`src/rtl/vpi_pkg.sv`:
```
package vpi_pkg;

  typedef enum logic [1:0] {
    CLS_SP  = 2'd0,
    CLS_DP  = 2'd1,
    CLS_TR  = 2'd2,
    CLS_RSV = 2'd3
  } vclass_e;

  // Wait cycles by the stage the consumer needs the data in
  localparam int PEN_NEAR = 3;   // forward into first arithmetic stage
  localparam int PEN_VC1  = 5;   // forward into first shuffle stage
  localparam int PEN_WB   = 7;   // wait for write-back, no cross-family bypass

  function automatic int need_cycles(vclass_e prod, vclass_e cons,
                                     logic swz_b, logic hit_a, logic hit_b);
    int n;
    n = 0;
    if (hit_a || hit_b) begin
      if ((prod == CLS_DP) != (cons == CLS_DP))
        n = PEN_WB;
      else if (cons == CLS_TR || (swz_b && hit_b))
        n = PEN_VC1;
      else
        n = PEN_NEAR;
    end
    return n;
  endfunction

endpackage

```
`src/rtl/vpi_stage_track.sv`:
```
module vpi_stage_track
  import vpi_pkg::*;
#(
  parameter int NSTAGES = 8,
  parameter int REG_W   = 5
) (
  input  logic             clk,
  input  logic             rst,
  input  logic             push,
  input  logic [REG_W-1:0] push_dst,
  input  vclass_e          push_cls,
  output logic             occ [NSTAGES],
  output logic [REG_W-1:0] dst [NSTAGES],
  output vclass_e          cls [NSTAGES]
);

  always_ff @(posedge clk) begin
    if (rst) occ[0] <= 1'b0;
    else     occ[0] <= push;
    dst[0] <= push_dst;
    cls[0] <= push_cls;
  end

  for (genvar k = 1; k < NSTAGES; k++) begin : g_stage
    always_ff @(posedge clk) begin
      if (rst) occ[k] <= 1'b0;
      else     occ[k] <= occ[k-1];
      dst[k] <= dst[k-1];
      cls[k] <= cls[k-1];
    end
  end

endmodule

```
`src/rtl/vpi_hazard_lane.sv`:
```
module vpi_hazard_lane
  import vpi_pkg::*;
#(
  parameter int REG_W     = 5,
  parameter int STAGE_IDX = 0,
  parameter int CNT_W     = 3
) (
  input  logic             occ,
  input  logic [REG_W-1:0] prod_dst,
  input  vclass_e          prod_cls,
  input  vclass_e          cand_cls,
  input  logic             cand_swz,
  input  logic [REG_W-1:0] cand_src_a,
  input  logic [REG_W-1:0] cand_src_b,
  output logic [CNT_W-1:0] wait_cyc
);

  logic hit_a, hit_b;
  int   need;

  always_comb begin
    hit_a = occ && (cand_src_a == prod_dst);
    hit_b = occ && (cand_src_b == prod_dst);
    need  = need_cycles(prod_cls, cand_cls, cand_swz, hit_a, hit_b);
    if (need > STAGE_IDX) wait_cyc = CNT_W'(need - STAGE_IDX);
    else                  wait_cyc = '0;
  end

endmodule

```
`src/rtl/vpi_max_reduce.sv`:
```
module vpi_max_reduce #(
  parameter int N = 8,
  parameter int W = 3
) (
  input  logic [W-1:0] vals [N],
  output logic [W-1:0] max_val
);

  always_comb begin
    max_val = '0;
    for (int i = 0; i < N; i++)
      if (vals[i] > max_val) max_val = vals[i];
  end

endmodule

```
`src/rtl/vec_issue_interlock.sv`:
```
module vec_issue_interlock
  import vpi_pkg::*;
#(
  parameter int REG_W   = 5,
  parameter int NSTAGES = 8
) (
  input  logic               clk,
  input  logic               rst,
  input  logic               in_valid,
  output logic               in_ready,
  input  logic [1:0]         in_class,
  input  logic               in_swz,
  input  logic [REG_W-1:0]   in_dst,
  input  logic [REG_W-1:0]   in_src_a,
  input  logic [REG_W-1:0]   in_src_b,
  output logic               issue,
  output logic               stall,
  output logic [NSTAGES-1:0] stage_occ
);

  localparam int CNT_W = $clog2(PEN_WB + 1);

  vclass_e          cand_cls;
  logic             occ  [NSTAGES];
  logic [REG_W-1:0] sdst [NSTAGES];
  vclass_e          scls [NSTAGES];
  logic [CNT_W-1:0] lane_wait [NSTAGES];
  logic [CNT_W-1:0] worst_wait;

  assign cand_cls = vclass_e'(in_class);

  vpi_stage_track #(.NSTAGES(NSTAGES), .REG_W(REG_W)) u_track (
    .clk      (clk),
    .rst      (rst),
    .push     (issue),
    .push_dst (in_dst),
    .push_cls (cand_cls),
    .occ      (occ),
    .dst      (sdst),
    .cls      (scls)
  );

  for (genvar k = 0; k < NSTAGES; k++) begin : g_lane
    vpi_hazard_lane #(.REG_W(REG_W), .STAGE_IDX(k), .CNT_W(CNT_W)) u_lane (
      .occ        (occ[k]),
      .prod_dst   (sdst[k]),
      .prod_cls   (scls[k]),
      .cand_cls   (cand_cls),
      .cand_swz   (in_swz),
      .cand_src_a (in_src_a),
      .cand_src_b (in_src_b),
      .wait_cyc   (lane_wait[k])
    );
    assign stage_occ[k] = occ[k];
  end

  vpi_max_reduce #(.N(NSTAGES), .W(CNT_W)) u_max (
    .vals    (lane_wait),
    .max_val (worst_wait)
  );

  assign in_ready = (worst_wait == '0);
  assign issue    = in_valid && in_ready;
  assign stall    = in_valid && !in_ready;

endmodule

```
`config.mk`:
```
export PLATFORM = sky130hd
export DESIGN_NAME = vec_issue_interlock
export DESIGN_NICKNAME = d
export VERILOG_FILES = /design/src/rtl/vpi_pkg.sv /design/src/rtl/vpi_stage_track.sv /design/src/rtl/vpi_hazard_lane.sv /design/src/rtl/vpi_max_reduce.sv /design/src/rtl/vec_issue_interlock.sv
export SDC_FILE = /design/constraint.sdc
export NUM_CORES = 1
export LEC_CHECK = 0
export BUFFER_PORTS_ARGS = -buffer_cell sky130_fd_sc_hd__clkbuf_2
export CORE_MARGIN = 3
export CORE_UTILIZATION = 37
export DETAILED_ROUTE_END_ITERATION = 16
export PLACE_DENSITY_LB_ADDON = 0.2
export SLEW_MARGIN = 20
export SYNTH_ARGS = -nofsm -noshare
export SYNTH_HDL_FRONTEND = slang
export SYNTH_SLANG_ARGS = --single-unit
```
`constraint.sdc`:
```
create_clock -name clk -period 24 [get_ports clk]
set_input_delay 6 -clock clk [delete_from_list [all_inputs] [get_ports clk]]
set_output_delay 6 -clock clk [all_outputs]
set_load 0.005 [all_outputs]
```
* Yosys cells after proc, flatten, opt, wreduce, memory -nomap -nowiden
Index checks and enable logic that the tools add are counted.
** Storage, ports and cells
- Bits in registers :: 64
- Latch bits :: 0
- RAM bits :: 0
- Bits in read-only memories :: 0
- Bits of input ports :: 21
- Output and inout bits :: 11
- Memories kept :: 0
** Operators by class
- Add/sub/neg operators :: 7
- Multipliers :: 0
- Divide/modulo/power cells :: 0
- Magnitude comparators :: 16
- Eq/ne operators :: 34
- Shift-type cells :: 0
- Multiplexer cells :: 40
- Bitwise gates (word level) :: 0
- Reductions and logical operators :: 44
** Operator list (number)
- $mux W32 :: 16
- $gt A32 B4 Y1 const B :: 4
- $eq A5 B5 Y1 :: 16
- $mux W3 :: 24
- $gt A32 B3 Y1 const B :: 2
- $gt A32 B1 Y1 const B :: 1
- $gt A32 B2 Y1 const B :: 1
- $logic_and A1 B1 Y1 :: 26
- $gt A3 B3 Y1 :: 7
- $eq A2 B1 Y1 const B :: 9
- $logic_or A1 B1 Y1 :: 16
- $sub A3 B3 Y3 const B :: 4
- $ne A1 B1 Y1 :: 8
- $sub A3 B2 Y3 const B :: 2
- $gt A3 B1 Y1 const B :: 1
- $logic_not A3 Y1 :: 1
- $sub A3 B1 Y3 const B :: 1
- $eq A2 B2 Y1 const B :: 1
- $logic_not A1 Y1 :: 1

* Longest topological paths before layout
- Word-level depth :: 28
- Depth in mapped cells :: 52
- Gate-level depth less buffers :: 51

* Cells and area by module
From an unflattened synthesis, not the netlist that was laid out.
** Unflattened totals
- Cells, all modules :: 389
- Area, all modules :: 3662.3 µm²
** Modules (own cells, without submodules)
- vpi_stage_track :: times used 1, cells each 72, area an instance 1331.3 µm²
- vpi_max_reduce :: times used 1, cells each 116, area an instance 824.5 µm²
- vpi_hazard_lane (g_lane[6].u_lane) :: times used 1, cells each 33, area an instance 257.7 µm²
- vpi_hazard_lane (g_lane[3].u_lane) :: times used 1, cells each 29, area an instance 234.0 µm²
- vpi_hazard_lane (g_lane[2].u_lane) :: times used 1, cells each 28, area an instance 209.0 µm²
- vpi_hazard_lane (g_lane[1].u_lane) :: times used 1, cells each 29, area an instance 206.4 µm²
- vpi_hazard_lane (g_lane[0].u_lane) :: times used 1, cells each 27, area an instance 200.2 µm²
- vpi_hazard_lane (g_lane[4].u_lane) :: times used 1, cells each 26, area an instance 187.7 µm²
- vpi_hazard_lane (g_lane[5].u_lane) :: times used 1, cells each 22, area an instance 156.4 µm²
- vec_issue_interlock :: times used 1, cells each 3, area an instance 28.8 µm²
- vpi_hazard_lane (g_lane[7].u_lane) :: times used 1, cells each 4, area an instance 26.3 µm²

* Worst setup path after synthesis
OpenSTA, ideal clock, no wires.
- Kind :: input to output
- From :: in in_src_b[2]
- To :: out stall
- Data arrival time :: 14.748 ns
- Data required time :: 18.000 ns
- Path slack :: 3.252 ns
- Stages :: 50
- Cell sequence :: buf_2 > xor2_1 > nor3_2 > nand4_1 > o311ai_1 > nand2b_1 > ha_1 > a21o_1 > a21oi_1 > o21ai_1 > o22ai_2 > inv_1 > ha_1 > nor2b_1 > o21ai_1 > a32oi_1 > o21ai_0 > o21ai_0 > (+14 left out) > o21ai_0 > nand2b_1 > nand2_1 > o22ai_1 > or2_1 > ha_1 > nor2b_1 > o21ai_0 > a32oi_1 > or3_1 > buf_6 > ha_1 > nor2b_1 > o21ai_0 > inv_1 > o21ai_0 > inv_1 > a311oi_2
** Between the ends
- Cells in the longest elaborated chain, start to end :: 28
- Elaborated cells on any way between the ends :: 106
- Classes of those cells :: 7 x add/sub; 16 x order compare; 8 x eq/ne; 40 x mux; 35 x reduce/logical
** Ends and longest elaborated chain
- start: declaration :: RTL line vec_issue_interlock.sv:15 : input logic [REG_W-1:0] in_src_b,
- $eq A5 B5 Y1 :: RTL line vpi_hazard_lane.sv:23 : hit_b = occ && (cand_src_b == prod_dst);
- $logic_and A1 B1 Y1 :: RTL line vpi_hazard_lane.sv:23
- $logic_and A1 B1 Y1 :: RTL line vpi_pkg.sv:22 : else if (cons == CLS_TR || (swz_b && hit_b))
- $logic_or A1 B1 Y1 :: RTL line vpi_pkg.sv:22
- $mux W3 :: RTL line vpi_pkg.sv:22
- $mux W32 :: RTL line vpi_pkg.sv:20 : if ((prod == CLS_DP) != (cons == CLS_DP))
- $mux W32 :: RTL line vpi_pkg.sv:19 : if (hit_a || hit_b) begin
- $gt A32 B1 Y1 :: RTL line vpi_hazard_lane.sv:25 : if (need > STAGE_IDX) wait_cyc = CNT_W'(need - STAGE_IDX);
- (+12 left out)
- $mux W3 :: RTL line vpi_max_reduce.sv:12 : if (vals[i] > max_val) max_val = vals[i];
- $gt A3 B3 Y1 :: RTL line vpi_max_reduce.sv:12
- $mux W3 :: RTL line vpi_max_reduce.sv:12
- $gt A3 B3 Y1 :: RTL line vpi_max_reduce.sv:12
- $mux W3 (*) :: RTL line vpi_max_reduce.sv:12
- $logic_not A3 Y1 (*) :: RTL line vec_issue_interlock.sv:62 : assign in_ready = (worst_wait == '0);
- $logic_not A1 Y1 (*) :: RTL line vec_issue_interlock.sv:64 : assign stall = in_valid && !in_ready;
- $logic_and A1 B1 Y1 (*) :: RTL line vec_issue_interlock.sv:64
- end: declaration :: RTL line vec_issue_interlock.sv:17 : output logic stall,
Mark *: on every way between the ends. The rest lies on a longest branch, timed or not.

* Final worst setup path
Ends and elaborated chain as after synthesis.

==> results_dict.tcl <==
set metrics [dict create \
    cp_slowest_stage_delay_ps 490 \
    core_um2 8380 \
    endpoint_kind "primary output" \
    ys_warn_count 0 \
    die_width_um 99.8 \
    crit_required_ps 18000 \
    ys_ff_latch 57 \
    postCtsSetupBuffers 0 \
    die_area_um2 9970 \
    rsz0062_at_grt "false" \
    vias_per_cell 4.98 \
    drive_gt1_share_pct 13.6 \
    path_common_cell "o21ai_0" \
    holdWs_ps 349 \
    worst-path-max-fanout 8 \
    design_area_um2 3630 \
    syn_inst 350 \
    drt_iter0_drc 76 \
    hold_viol 0 \
    drt_wl_total_um 6350 \
    clock-sinks 57 \
    antenna_found_initial 0 \
    synth_edf_count 0 \
    mappedNetlistArea_um2 3260 \
    max_slew_margin_pct 62.8 \
    setup_ws_ps 1820 \
    io_buffers 31 \
    numCtsBuffers 9 \
    diodes 0 \
    yosysSeqAreaShare_pct 35.0 \
    fin_crit_sh_pct 92.4 \
    startpoint "in_src_b[2]" \
    slowest_stage "or3_1" \
    dpl_cell_area_um2 3430 \
    drv_cap 0 \
    drc 0 \
    skew_ps 6.07 \
    holdPathStages 0 \
    nets 420 \
    hp-class "flip-flop to flip-flop" \
    drt_pass1_iterations 6 \
    final_common_cell "dfxtp_1" \
    cts_tree "built" \
    wl_per_cell_um 13.0 \
    cts.clk_slew.worst_paths_ps 60 \
    hold_start "u_track.cls[6]$_DFF_P_" \
    place_ws_ps 1850 \
    irDropWorstVdd_uv 36.0 \
    grt_pass1_vias 2454 \
    overflow 0 \
    synthFlopType "dfxtp_1" \
    avgSynthCellArea_um2 9.31 \
    grt_max_degree 12 \
    rows 33 \
    place_congestion 0.760 \
    synthArstFlopShare_pct 0 \
    p_per_area_nw_per_um2 62.1 \
    clock-root-buffer "clkbuf_8" \
    hold_buffers 0 \
    utilization_pct 43.3 \
    mostFrequentLayoutCells "57 x dfxtp_1, 50 x xnor2_1, 31 x clkbuf_2" \
    slew_viol_final 0 \
    fmaxAchievable_ghz 0.0451 \
    setup-tns-final_ps 0 \
    power_leakage_nw 1.49 \
    r2r_cells 48 \
    critPathKind "input port to primary output" \
    die_h_um 99.8 \
    setup_viol 0 \
    grt_pass1_wl_um 11100 \
    grt_usage_pct 14.0 \
    regToRegStartpoint "u_track.dst[37]$_DFF_P_" \
    hpwl_um 5240 \
    start_util_pct 38.9 \
    start_kind "input port" \
    cts_resized 0 \
    cts_max_path_buffers 2 \
    status "completed" \
    cp.arrival_ps 16180 \
    tightest_slew_ps 557 \
    yosysUniqueCellTypes 52 \
    fin_crit_ps 22180 \
    area_delta_synth_final_pct 11.3 \
    ioPinCount 32 \
    ant_nets 0 \
    vias 2427 \
    h-tree-depth 3 \
    clock_latency_ps 320 \
]
==> critical path, delay by kind of cell <==
kind | cells | cell delay, ps
AO/OA/AOI/OAI | 22 | 4760
AND/OR/NAND/NOR | 14 | 2430
adder cells (fa/ha/maj) | 7 | 1950
buffers and inverters | 5 | 570
multiplexers | 1 | 240
XOR/XNOR | 1 | 210
==> registers in the layout (all words and copies together), names as in the netlist <==
| signal | cells |
|---|---|
| u_track.dst | 35 |
| u_track.occ | 8 |
| u_track.cls | 14 |
==> synth_stat cells (all sizes together) (2+ instances only) <==
cell / n / area share (%)
nand4: 8 / 1.5
nand2b: 5 / 0.96
xnor2: 50 / 13
nor2b: 22 / 4.2
o22ai: 6 / 1.3
ha: 21 / 8.1
nor2: 8 / 0.92
nor3: 11 / 2.0
nor3b: 2 / 0.46
inv: 20 / 2.3
o21a: 4 / 0.92
a21oi: 6 / 0.92
buf: 21 / 4.3
conb: 2 / 0.23
nand2: 16 / 1.8
a21boi: 2 / 0.46
a32o: 2 / 0.69
or2: 2 / 0.38
and2: 2 / 0.38
o311ai: 2 / 0.54
mux2i: 3 / 0.92
a32oi: 3 / 0.81
o21ai: 13 / 2.0
a41o: 2 / 0.61
and3: 5 / 0.96
dfxtp: 57 / 35
or3: 2 / 0.38
o211ai: 2 / 0.46
xor2: 26 / 7.0
o2111ai: 2 / 0.54
nand3: 7 / 1.1
==> power breakdown <==
group,total [mW],internal [mW],switching (mW)
Sequential,0.104,0.0996,0.00431
Combinational,0.0335,0.0157,0.0178
Clock,0.0876,0.0527,0.0349
Total,0.225,0.168,0.0570
==> per-stage QoR <==
step                      power, mW  instances
after floorplan               0.133        358
after CTS                     0.228        487
after global routing          0.237        487
after global placement        0.139        472
final                         0.225        487
after detailed placement      0.140        472
==> final cells by class <==
type,count,area [um^2]
Clock buffer,12,155
Clock inverter,3,40.0
Multi-Input combinational cell,259,1930
Fill cell,852,4760
Timing Repair Buffer,31,155
Sequential cell,57,1140
Inverter,20,75.1
Tap cell,105,131
==> final timing paths <==
| check | to | slack [ps] |
|---|---|---|
| hold reg to reg | u_track.cls[4]$_DFF_P_ | 350 |
| hold / removal | u_track.cls[4]$_DFF_P_ | 350 |
| setup / recovery | stall | 1820 |
| setup reg to reg | u_track.occ[7]$_SDFF_PP0_ | 13850 |
==> cell families after synthesis <==
| family | share of synthesized area (%) |
|---|---|
| other cells | 0.231 |
| simple gates | 16.3 |
| buf+inv | 6.72 |
| mux | 1.27 |
| fa+ha+maj | 8.06 |
| compound gates | 11.9 |
| flops | 35.0 |
| xor+xnor | 20.4 |
==> per-layer routing <==
metal	vias up	share of wire [%]	GRT usage, %
met4	0	0.99	4.73
li1	1234	-	-
met5	-	0	0
met1	1145	49	17.3
met2	42	46	23.1
met3	6	3.9	4.17
Note: power is estimated with default switching activity, not from simulation.
